==> config.mk <==
export PLATFORM = sky130hd
export DESIGN_NAME = vdisp_dma_req
export DESIGN_NICKNAME = d
export VERILOG_FILES = /design/src/rtl/vdisp_dma_pkg.sv /design/src/rtl/vdr_cfg_regs.sv /design/src/rtl/vdr_chan_req.sv /design/src/rtl/vdr_pix_count.sv /design/src/rtl/vdisp_dma_req.sv
export SDC_FILE = /design/constraint.sdc
export NUM_CORES = 1
export LEC_CHECK = 0
export BUFFER_PORTS_ARGS = -buffer_cell sky130_fd_sc_hd__buf_4
export CAP_MARGIN = 10
export CORE_ASPECT_RATIO = 1.5
export CORE_MARGIN = 2
export CORE_UTILIZATION = 44
export CTS_CLUSTER_DIAMETER = 60
export CTS_CLUSTER_SIZE = 28
export DETAILED_ROUTE_END_ITERATION = 8
export PLACE_DENSITY = 0.76
export SLEW_MARGIN = 15
export SYNTH_ARGS = -nofsm -noshare
export SYNTH_HDL_FRONTEND = slang
export SYNTH_HIERARCHICAL = 1
export SYNTH_SLANG_ARGS = --single-unit
==> constraint.sdc <==
create_clock -name clk -period 2.8 [get_ports clk]
set_clock_uncertainty 0.2 [all_clocks]
set_input_delay 0.42 -clock clk [delete_from_list [all_inputs] [get_ports clk]]
set_output_delay 0.42 -clock clk [all_outputs]
set_load 0.01 [all_outputs]
==> src/rtl/vdisp_dma_pkg.sv <==
package vdisp_dma_pkg;

  typedef enum logic [1:0] {
    MODE_BT656   = 2'b00,
    MODE_YC      = 2'b01,
    MODE_RAW     = 2'b10,
    MODE_RAW_ALT = 2'b11
  } vd_mode_e;

  localparam int NCH    = 3;
  localparam int CH_Y   = 0;
  localparam int CH_CB  = 1;
  localparam int CH_CR  = 2;

  // configuration word layout
  localparam int THR_W   = 10;
  localparam int INC_W   = 4;
  localparam int THR1_LO = 0;
  localparam int INC_LO  = 12;
  localparam int THR2_LO = 16;
  localparam logic [31:0] CFG_MASK = 32'h03FF_F3FF;

  function automatic logic is_raw(input logic [1:0] m);
    return m[1];
  endfunction

  function automatic logic [THR_W-1:0] chroma_thr(input logic [THR_W-1:0] t);
    return t >> 1;
  endfunction

  function automatic logic [INC_W-1:0] pace_len(input logic [INC_W-1:0] n);
    return (n == '0) ? INC_W'(1) : n;
  endfunction

endpackage

==> src/rtl/vdr_cfg_regs.sv <==
module vdr_cfg_regs
  import vdisp_dma_pkg::*;
(
  input  logic             clk,
  input  logic             rst_n,
  input  logic             we,
  input  logic [31:0]      wdata,
  input  logic             field_start,
  output logic [31:0]      rdata,
  output logic [THR_W-1:0] act_thr1,
  output logic [THR_W-1:0] act_thr2,
  output logic [INC_W-1:0] incpix
);
  logic [31:0] shadow_q;

  always_ff @(posedge clk) begin
    if (!rst_n) begin
      shadow_q <= '0;
      act_thr1 <= '0;
      act_thr2 <= '0;
    end else begin
      if (we)
        shadow_q <= wdata & CFG_MASK;
      if (field_start) begin
        act_thr1 <= shadow_q[THR1_LO +: THR_W];
        act_thr2 <= shadow_q[THR2_LO +: THR_W];
      end
    end
  end

  assign rdata  = shadow_q;
  assign incpix = shadow_q[INC_LO +: INC_W];
endmodule

==> src/rtl/vdr_chan_req.sv <==
module vdr_chan_req #(
  parameter int FW = 11,
  parameter int TW = 10
) (
  input  logic          clk,
  input  logic          rst_n,
  input  logic          enable,
  input  logic [FW-1:0] free_cnt,
  input  logic [TW-1:0] thr,
  input  logic          done,
  output logic          req,
  output logic          pend
);
  localparam int CW = (FW > TW) ? FW : TW;

  logic room_ok;
  logic fire;

  assign room_ok = CW'(free_cnt) >= CW'(thr);
  assign fire    = enable && !pend && room_ok;

  always_ff @(posedge clk) begin
    if (!rst_n) begin
      req  <= 1'b0;
      pend <= 1'b0;
    end else begin
      req  <= fire;
      pend <= pend ? !done : fire;
    end
  end
endmodule

==> src/rtl/vdr_pix_count.sv <==
module vdr_pix_count
  import vdisp_dma_pkg::*;
#(
  parameter int PCW = 16
) (
  input  logic             clk,
  input  logic             rst_n,
  input  logic             count_en,
  input  logic             pix_ce,
  input  logic             frame_start,
  input  logic [INC_W-1:0] incpix,
  output logic [PCW-1:0]   pix_count
);
  logic [INC_W-1:0] phase_q;
  logic             wrap;

  assign wrap = (phase_q == pace_len(incpix) - INC_W'(1));

  always_ff @(posedge clk) begin
    if (!rst_n || frame_start) begin
      phase_q   <= '0;
      pix_count <= '0;
    end else if (count_en && pix_ce) begin
      if (wrap) begin
        phase_q   <= '0;
        pix_count <= pix_count + PCW'(1);
      end else begin
        phase_q   <= phase_q + INC_W'(1);
      end
    end
  end
endmodule

==> src/rtl/vdisp_dma_req.sv <==
module vdisp_dma_req
  import vdisp_dma_pkg::*;
#(
  parameter int FW  = 11,
  parameter int PCW = 16
) (
  input  logic           clk,
  input  logic           rst_n,
  input  logic           reg_we,
  input  logic [31:0]    reg_wdata,
  output logic [31:0]    reg_rdata,
  input  logic [1:0]     mode,
  input  logic           field_sel,
  input  logic           field_start,
  input  logic           frame_start,
  input  logic [FW-1:0]  free_y,
  input  logic [FW-1:0]  free_cb,
  input  logic [FW-1:0]  free_cr,
  input  logic [NCH-1:0] dma_done,
  input  logic           pix_ce,
  output logic [NCH-1:0] dma_req,
  output logic [PCW-1:0] pix_count
);
  logic [THR_W-1:0] act_thr1, act_thr2, thr_luma, thr_chroma;
  logic [INC_W-1:0] incpix;
  logic             raw_mode;
  logic [NCH-1:0]   pend;
  logic [FW-1:0]    free_arr [NCH];

  vdr_cfg_regs u_cfg (
    .clk(clk), .rst_n(rst_n), .we(reg_we), .wdata(reg_wdata),
    .field_start(field_start), .rdata(reg_rdata),
    .act_thr1(act_thr1), .act_thr2(act_thr2), .incpix(incpix)
  );

  assign raw_mode   = is_raw(mode);
  assign thr_luma   = field_sel ? act_thr2 : act_thr1;
  assign thr_chroma = chroma_thr(thr_luma);

  assign free_arr[CH_Y]  = free_y;
  assign free_arr[CH_CB] = free_cb;
  assign free_arr[CH_CR] = free_cr;

  for (genvar ch = 0; ch < NCH; ch++) begin : g_chan
    if (ch == CH_Y) begin : g_luma
      vdr_chan_req #(.FW(FW), .TW(THR_W)) u_req (
        .clk(clk), .rst_n(rst_n), .enable(1'b1), .free_cnt(free_arr[ch]),
        .thr(thr_luma), .done(dma_done[ch]), .req(dma_req[ch]), .pend(pend[ch])
      );
    end else begin : g_chroma
      vdr_chan_req #(.FW(FW), .TW(THR_W)) u_req (
        .clk(clk), .rst_n(rst_n), .enable(!raw_mode), .free_cnt(free_arr[ch]),
        .thr(thr_chroma), .done(dma_done[ch]), .req(dma_req[ch]), .pend(pend[ch])
      );
    end
  end

  vdr_pix_count #(.PCW(PCW)) u_pix (
    .clk(clk), .rst_n(rst_n), .count_en(raw_mode), .pix_ce(pix_ce),
    .frame_start(frame_start), .incpix(incpix), .pix_count(pix_count)
  );
endmodule

==> flow_summary.yaml, run 1 <==
sta:
  worst_pin_slew_ns: 0.6263
  maxSlewViolCount: 0
  tns_ns: 0
  setup_viol: 0
  min_period_ns: 2.469
  fin_crit_sh: 0.8817
  holdWs_ns: 0.1509
  relSlewSlack: 0.5825
  fmax_mhz: 405.1
  final-hold-violation-count: 0
  rsz0062_at_grt: "no"
cells_and_area:
  nFillCells: 794
  final_area_um2: 5122
  layout.nets: 631
  antenna_cells: 0
  mostFrequentLayoutCell: "buf_4"
  layout-drive-gt1-share: 0.2852
  area_growth_syn_to_layout_pct: 29.23
  final_cell_mix: "111 x buf_4, 70 x dfxtp_1, 48 x nor2b_1"
clocking:
  htreeDepth: 3
  cts_tree: "yes"
  cts.hold.buffers_added: 0
  cts.sinks: 70
  path_clk_slew_ns: 0.05
  cts_buffers: 9
  cts_resized: 0
  cts_setup_buffers: 0
  cts_buffer_depth: 2
  root_buffer: "clkbuf_16"
  clk_latency_ns: 0.33
routing:
  wl_per_cell_um: 13.07
  drt-vias-per-instance: 4.898
  remaining_drc_errors: 0
  drt_wl_total_um: 8314
  drt_first_pass_iters: 4
  final_antenna_net_count: 0
  drt_iter0_drc: 101
  via_count: 3115
critical_path:
  r2r_start: "u_cfg/rdata[13]"
  reg2regPathDepth: 9
  cp_max_fo: 6
  path_delay_family: "simple AND/OR/NAND/NOR gates"
  critPathArrivalTime_ns: 2.51
  critPathCaptureType: "flop"
  endpoint: "u_pix/pix_count[13]"
  crit_slowest_cell: "or3_1"
  critPathMaxStageDelay_ns: 0.36
  cp_num_buf_inv: 0
  critPathMostFrequentCell: "xnor2_1"
  r2r-end: "u_pix/pix_count[13]"
  cp-start-kind: "flop"
  critPathRequiredTime_ns: 2.85
  r2r_slack_ns: 0.33
  cp.depth: 9
  worstSetupStartpoint: "u_cfg/rdata[13]"
  worstPathCellList: "nor3_1, nor2_1, ha_1, xnor2_1, xnor2_1, nor3_4, nand4_1, or3_1, a21oi_1"
  worstSetupPathType: "reg2reg"
grt:
  antenna_found_initial: 0
  grt_max_degree: 52
  grt_overflow: 0
  first_global_vias: 3033
  grt_util_all_layers: 0.1744
  grt_pass1_wl_um: 13230
power_and_ir_drop:
  p_sw_uw: 615.5
  power_uw: 2753
  swShare: 0.2236
  peakVddDrop_v: 0.0003599
  powerDensity_nw_per_um2: 537.4
  combPwrFrac: 0.141
  p_int_uw: 2138
  leakagePower_uw: 0.002327
  power_frac_clock: 0.472
  p_seq_frac: 0.387
logic_synthesis:
  synth_edf_count: 0
  yosysWarnings: 6
  seq_area_frac_synth: 0.3535
  netlist_area_um2: 3964
  ys.flop_type: "dfxtp_1"
  yosysUniqueCellTypes: 39
  synth_async_sr_flop_share: 0
  yosysTopAreaCell: "dfxtp_1"
  synth.area.top_cells: "dfxtp_1 35%, mux2i_1 12%, ha_1 10%"
  synth_top_area_frac: 0.3535
  synthCells: 415
  synth_seq_cells: 70
  syn_area_per_cell_um2: 9.551
place:
  routabilityCongestion: 0.7571
  hpwl_um: 6369
  placed_area_um2: 4775
  port_buffers: 110
floorplanning:
  die_y_um: 120.2
  initial_core_util: 0.4517
  dieWidth_um: 81.50
  rows: 42
  dieArea_um2: 9799
  ios: 128
  core_um2: 8776
min_path:
  hold_path.class: "in2reg"
  hp-start: "reg_wdata[15]"
run_status:
  outcome: "finished clean"
flow_run:
  maxCapViolCount: 0
## state kept, by name (all words and copies together), names as in the netlist
register and flops:
u_cfg/rdata 24, u_pix/pix_count 16, u_cfg/act_thr1 10, u_cfg/act_thr2 10, u_pix/phase_q 4, g_chan.g_chroma.u_req/pend 2, g_chan.g_chroma.u_req/req 2, g_chan.g_luma.u_req/pend 1
g_chan.g_luma.u_req/req 1
## through the flow
step	instances	utilization	setup WS, ns
after floorplan	423	-	0.4931
after global routing	636	0.5837	0.05181
after global placement	620	0.5441	0.3733
after CTS	636	0.5837	0.3118
final	636	0.5837	0.3312
after detailed placement	620	0.5441	0.3495
## cells in the mapped netlist (all sizes together) (7+ instances only)
cell type	instances
dfxtp	70
ha	33
a21o	9
a21oi	17
mux2i	46
xor2	10
buf	19
nand3	18
or3	7
o21ai	14
nand4	7
inv	36
nor2b	48
nand2	9
nor2	18
mux2	10
## routing by layer
metal / routed length, µm / GRT usage / share of wire
met2: 4181 / 0.3017 / 0.50
met1: 3313 / 0.1885 / 0.40
met3: 650 / 0.05896 / 0.078
met5: 0 / 0 / 0
met4: 168 / 0.07521 / 0.020
## kinds of logic (layout without fill, tap and decap cells)
family	count (synthesis)	after routing	share of synthesized area
compound gates	51	51	0.08523
xor+xnor	15	15	0.03314
flops	70	70	0.3535
fa+ha+maj	33	33	0.1042
simple gates	127	127	0.1850
mux	56	56	0.1540
buf+inv	60	163	0.08207
other cells	3	11	0.002841
## worst min-delay path by stage
| stage | to | slack [ns] | cells after the start |
|---|---|---|---|
| 6_report | u_cfg/rdata[15] | 0.15 | 3 |
| 5_1_grt | u_cfg/rdata[15] | 0.14 | 3 |
| 2_1_floorplan | u_pix/phase_q[1] | 0.28 | 2 |
| 3_5_place_dp | u_pix/pix_count[15] | 0.29 | 2 |
| 4_1_cts | u_cfg/rdata[17] | 0.14 | 3 |
| 3_3_place_gp | u_pix/pix_count[15] | 0.27 | 2 |
## worst min-delay path, cell delays in order
cell and delay, ns:
buf_4 0.07, mux2i_1 0.05, nor2b_1 0.09
## power by group through the flow
stage	combinational [µW]	clock [µW]	sequential, µW
3_3_place_gp	379	0	1080
5_1_grt	433	1380	1070
6_report	389	1300	1060
2_1_floorplan	248	0	1090
3_5_place_dp	392	0	1090
4_1_cts	395	1330	1070
## cell type report
cell class                 instances  area (µm²)  area share
tap                              110       137.6     0.02687
sequential                        70        1401      0.2736
clock inverter                     6       108.9     0.02125
inverter                          36       135.1     0.02638
multi-input combinational        293        2267      0.4426
clock buffer                      10       239.0     0.04665
timing repair buffer             111       833.3      0.1627
Note: power is estimated with default switching activity, not from simulation.
==> run 2: changes to the inputs <==
- CORE_MARGIN: 2 -> 10
- CTS_BUF_LIST: default -> sky130_fd_sc_hd__clkbuf_4 sky130_fd_sc_hd__clkbuf_8
==> run 2 against run 1 <==
Clock power is 33% lower. Cell area down 2.7%. Worst hold slack lost 0.023 ns. Die area up 36%. Register-to-register slack worse by 0.08 ns. Sequential cell count did not move.
==> flow_summary.yaml, run 2 (synthesis gave the netlist of run 1 again) <==
run_status:
  outcome: "finished clean"
routing:
  remaining_drc_errors: 0
  via_count: 3177
  drt-vias-per-instance: 5.003
  wl_per_cell_um: 15.06
  drt_first_pass_iters: 4
  drt_iter0_drc: 86
  drt_wl_total_um: 9561
  final_antenna_net_count: 0
clocking:
  cts_buffers: 9
  cts_tree: "yes"
  cts_setup_buffers: 0
  cts_buffer_depth: 2
  clk_latency_ns: 0.35
  cts.hold.buffers_added: 0
  root_buffer: "clkbuf_8"
  cts.sinks: 70
  cts_resized: 0
  path_clk_slew_ns: 0.07
  htreeDepth: 3
sta:
  fmax_mhz: 391.8
  setup_ws_ns: 0.2476
  setup_viol: 0
  final-hold-violation-count: 0
  maxSlewViolCount: 0
  fin_crit_sh: 0.9116
  tns_ns: 0
  min_period_ns: 2.552
  rsz0062_at_grt: "no"
  holdWs_ns: 0.1283
cells_and_area:
  antenna_cells: 0
  final_area_um2: 4986
  finalNonFillerCells: 635
  layout-drive-gt1-share: 0.2838
  layout.nets: 631
  final_cell_mix: "111 x buf_4, 70 x dfxtp_1, 48 x nor2b_1"
  largest_reg_flops: 24
  mostFrequentLayoutCell: "buf_4"
  area_growth_syn_to_layout_pct: 25.79
place:
  dpl.cell_count: 620
  routabilityCongestion: 0.8240
  hpwl_um: 7636
  pre_cts_ws_ns: 0.2244
  port_buffers: 110
  placed_area_um2: 4775
floorplanning:
  dieArea_um2: 13280
  initial_core_util: 0.4490
  die_y_um: 136.2
  core_um2: 8828
  ios: 128
  rows: 42
  dieWidth_um: 97.50
power_and_ir_drop:
  powerDensity_nw_per_um2: 466.9
  leakagePower_uw: 0.002263
  p_int_uw: 1741
  combPwrFrac: 0.169
  p_sw_uw: 587.3
  p_seq_frac: 0.457
  power_frac_clock: 0.375
  swShare: 0.2522
  peakVddDrop_v: 0.0002602
critical_path:
  critPathRequiredTime_ns: 2.88
  crit_slowest_cell: "nor3_4"
  critPathArrivalTime_ns: 2.63
  cp-start-kind: "flop"
  cp_num_buf_inv: 0
  worstPathCellList: "nor3_1, nor2_1, ha_1, xnor2_1, nor3_4, nand4_2, or3_1, a21oi_1"
  cp_max_fo: 9
  worstSetupPathType: "reg2reg"
  critPathMaxStageDelay_ns: 0.41
  path_delay_family: "simple AND/OR/NAND/NOR gates"
  critPathCaptureType: "flop"
min_path:
  hold_path.class: "in2reg"
grt:
  antenna_found_initial: 0
  first_global_vias: 3324
  grt_max_degree: 52
  grt_overflow: 0
  grt_pass1_wl_um: 15700
  grt_util_all_layers: 0.1417
flow_run:
  maxCapViolCount: 0
run 2: changes by cell type in the layout (fill, tap and decap cells not counted), sizes merged:
cell	before	now
bufinv	3	2
clkbuf	10	9
clkinv	3	4
run 2: final cells by class:
cell class	instances	area, µm²
clock buffer	9	123.9
fill	808	3842
timing repair buffer	111	833.3
clock inverter	6	87.58
inverter	36	135.1
sequential	70	1401
multi-input combinational	293	2267
tap	110	137.6
run 2: final timing paths:
path                         endpoint           startpoint  slack [ns]  depth (start not counted)
setup / recovery  u_pix/pix_count[15]      u_cfg/rdata[13]        0.25                          8
hold / removal        u_cfg/rdata[20]        reg_wdata[20]        0.13                          3
setup reg to reg  u_pix/pix_count[15]      u_cfg/rdata[13]        0.25                          8
hold reg to reg   u_pix/pix_count[15]  u_pix/pix_count[15]        0.30                          2
run 2: per-layer routing:
layer	GRT usage	wire length, µm	vias to the layer above	part of all wire
li1	-	-	1597	-
met1	0.1564	4055	1456	0.42
met2	0.2472	4724	109	0.49
met3	0.04522	626	15	0.065
met4	0.05511	155	0	0.016
met5	0	0	-	0
run 2: per-stage QoR:
stage,total power [µW],util
6_report,2328,0.5648
3_3_place_gp,1466,0.5408
5_1_grt,2447,0.5648
4_1_cts,2367,0.5648
2_1_floorplan,1336,-
3_5_place_dp,1484,0.5408
run 2: worst reg2reg max path, delay by kind of cell, from the launching register on:
kind                     cells  cell delay [ns]
flip-flops                   1             0.36
AO/OA/AOI/OAI                1             0.14
XOR/XNOR                     1             0.16
adder cells (fa/ha/maj)      1             0.30
AND/OR/NAND/NOR              5             1.33
run 2: power groups by stage:
| stage | Combinational (µW) | Sequential, µW | Clock (µW) |
|---|---|---|---|
| CTS | 397 | 1060 | 906 |
| floorplan | 248 | 1090 | 0 |
| global placement | 382 | 1080 | 0 |
| global route | 435 | 1070 | 943 |
| detailed placement | 397 | 1090 | 0 |
| finish | 393 | 1060 | 872 |
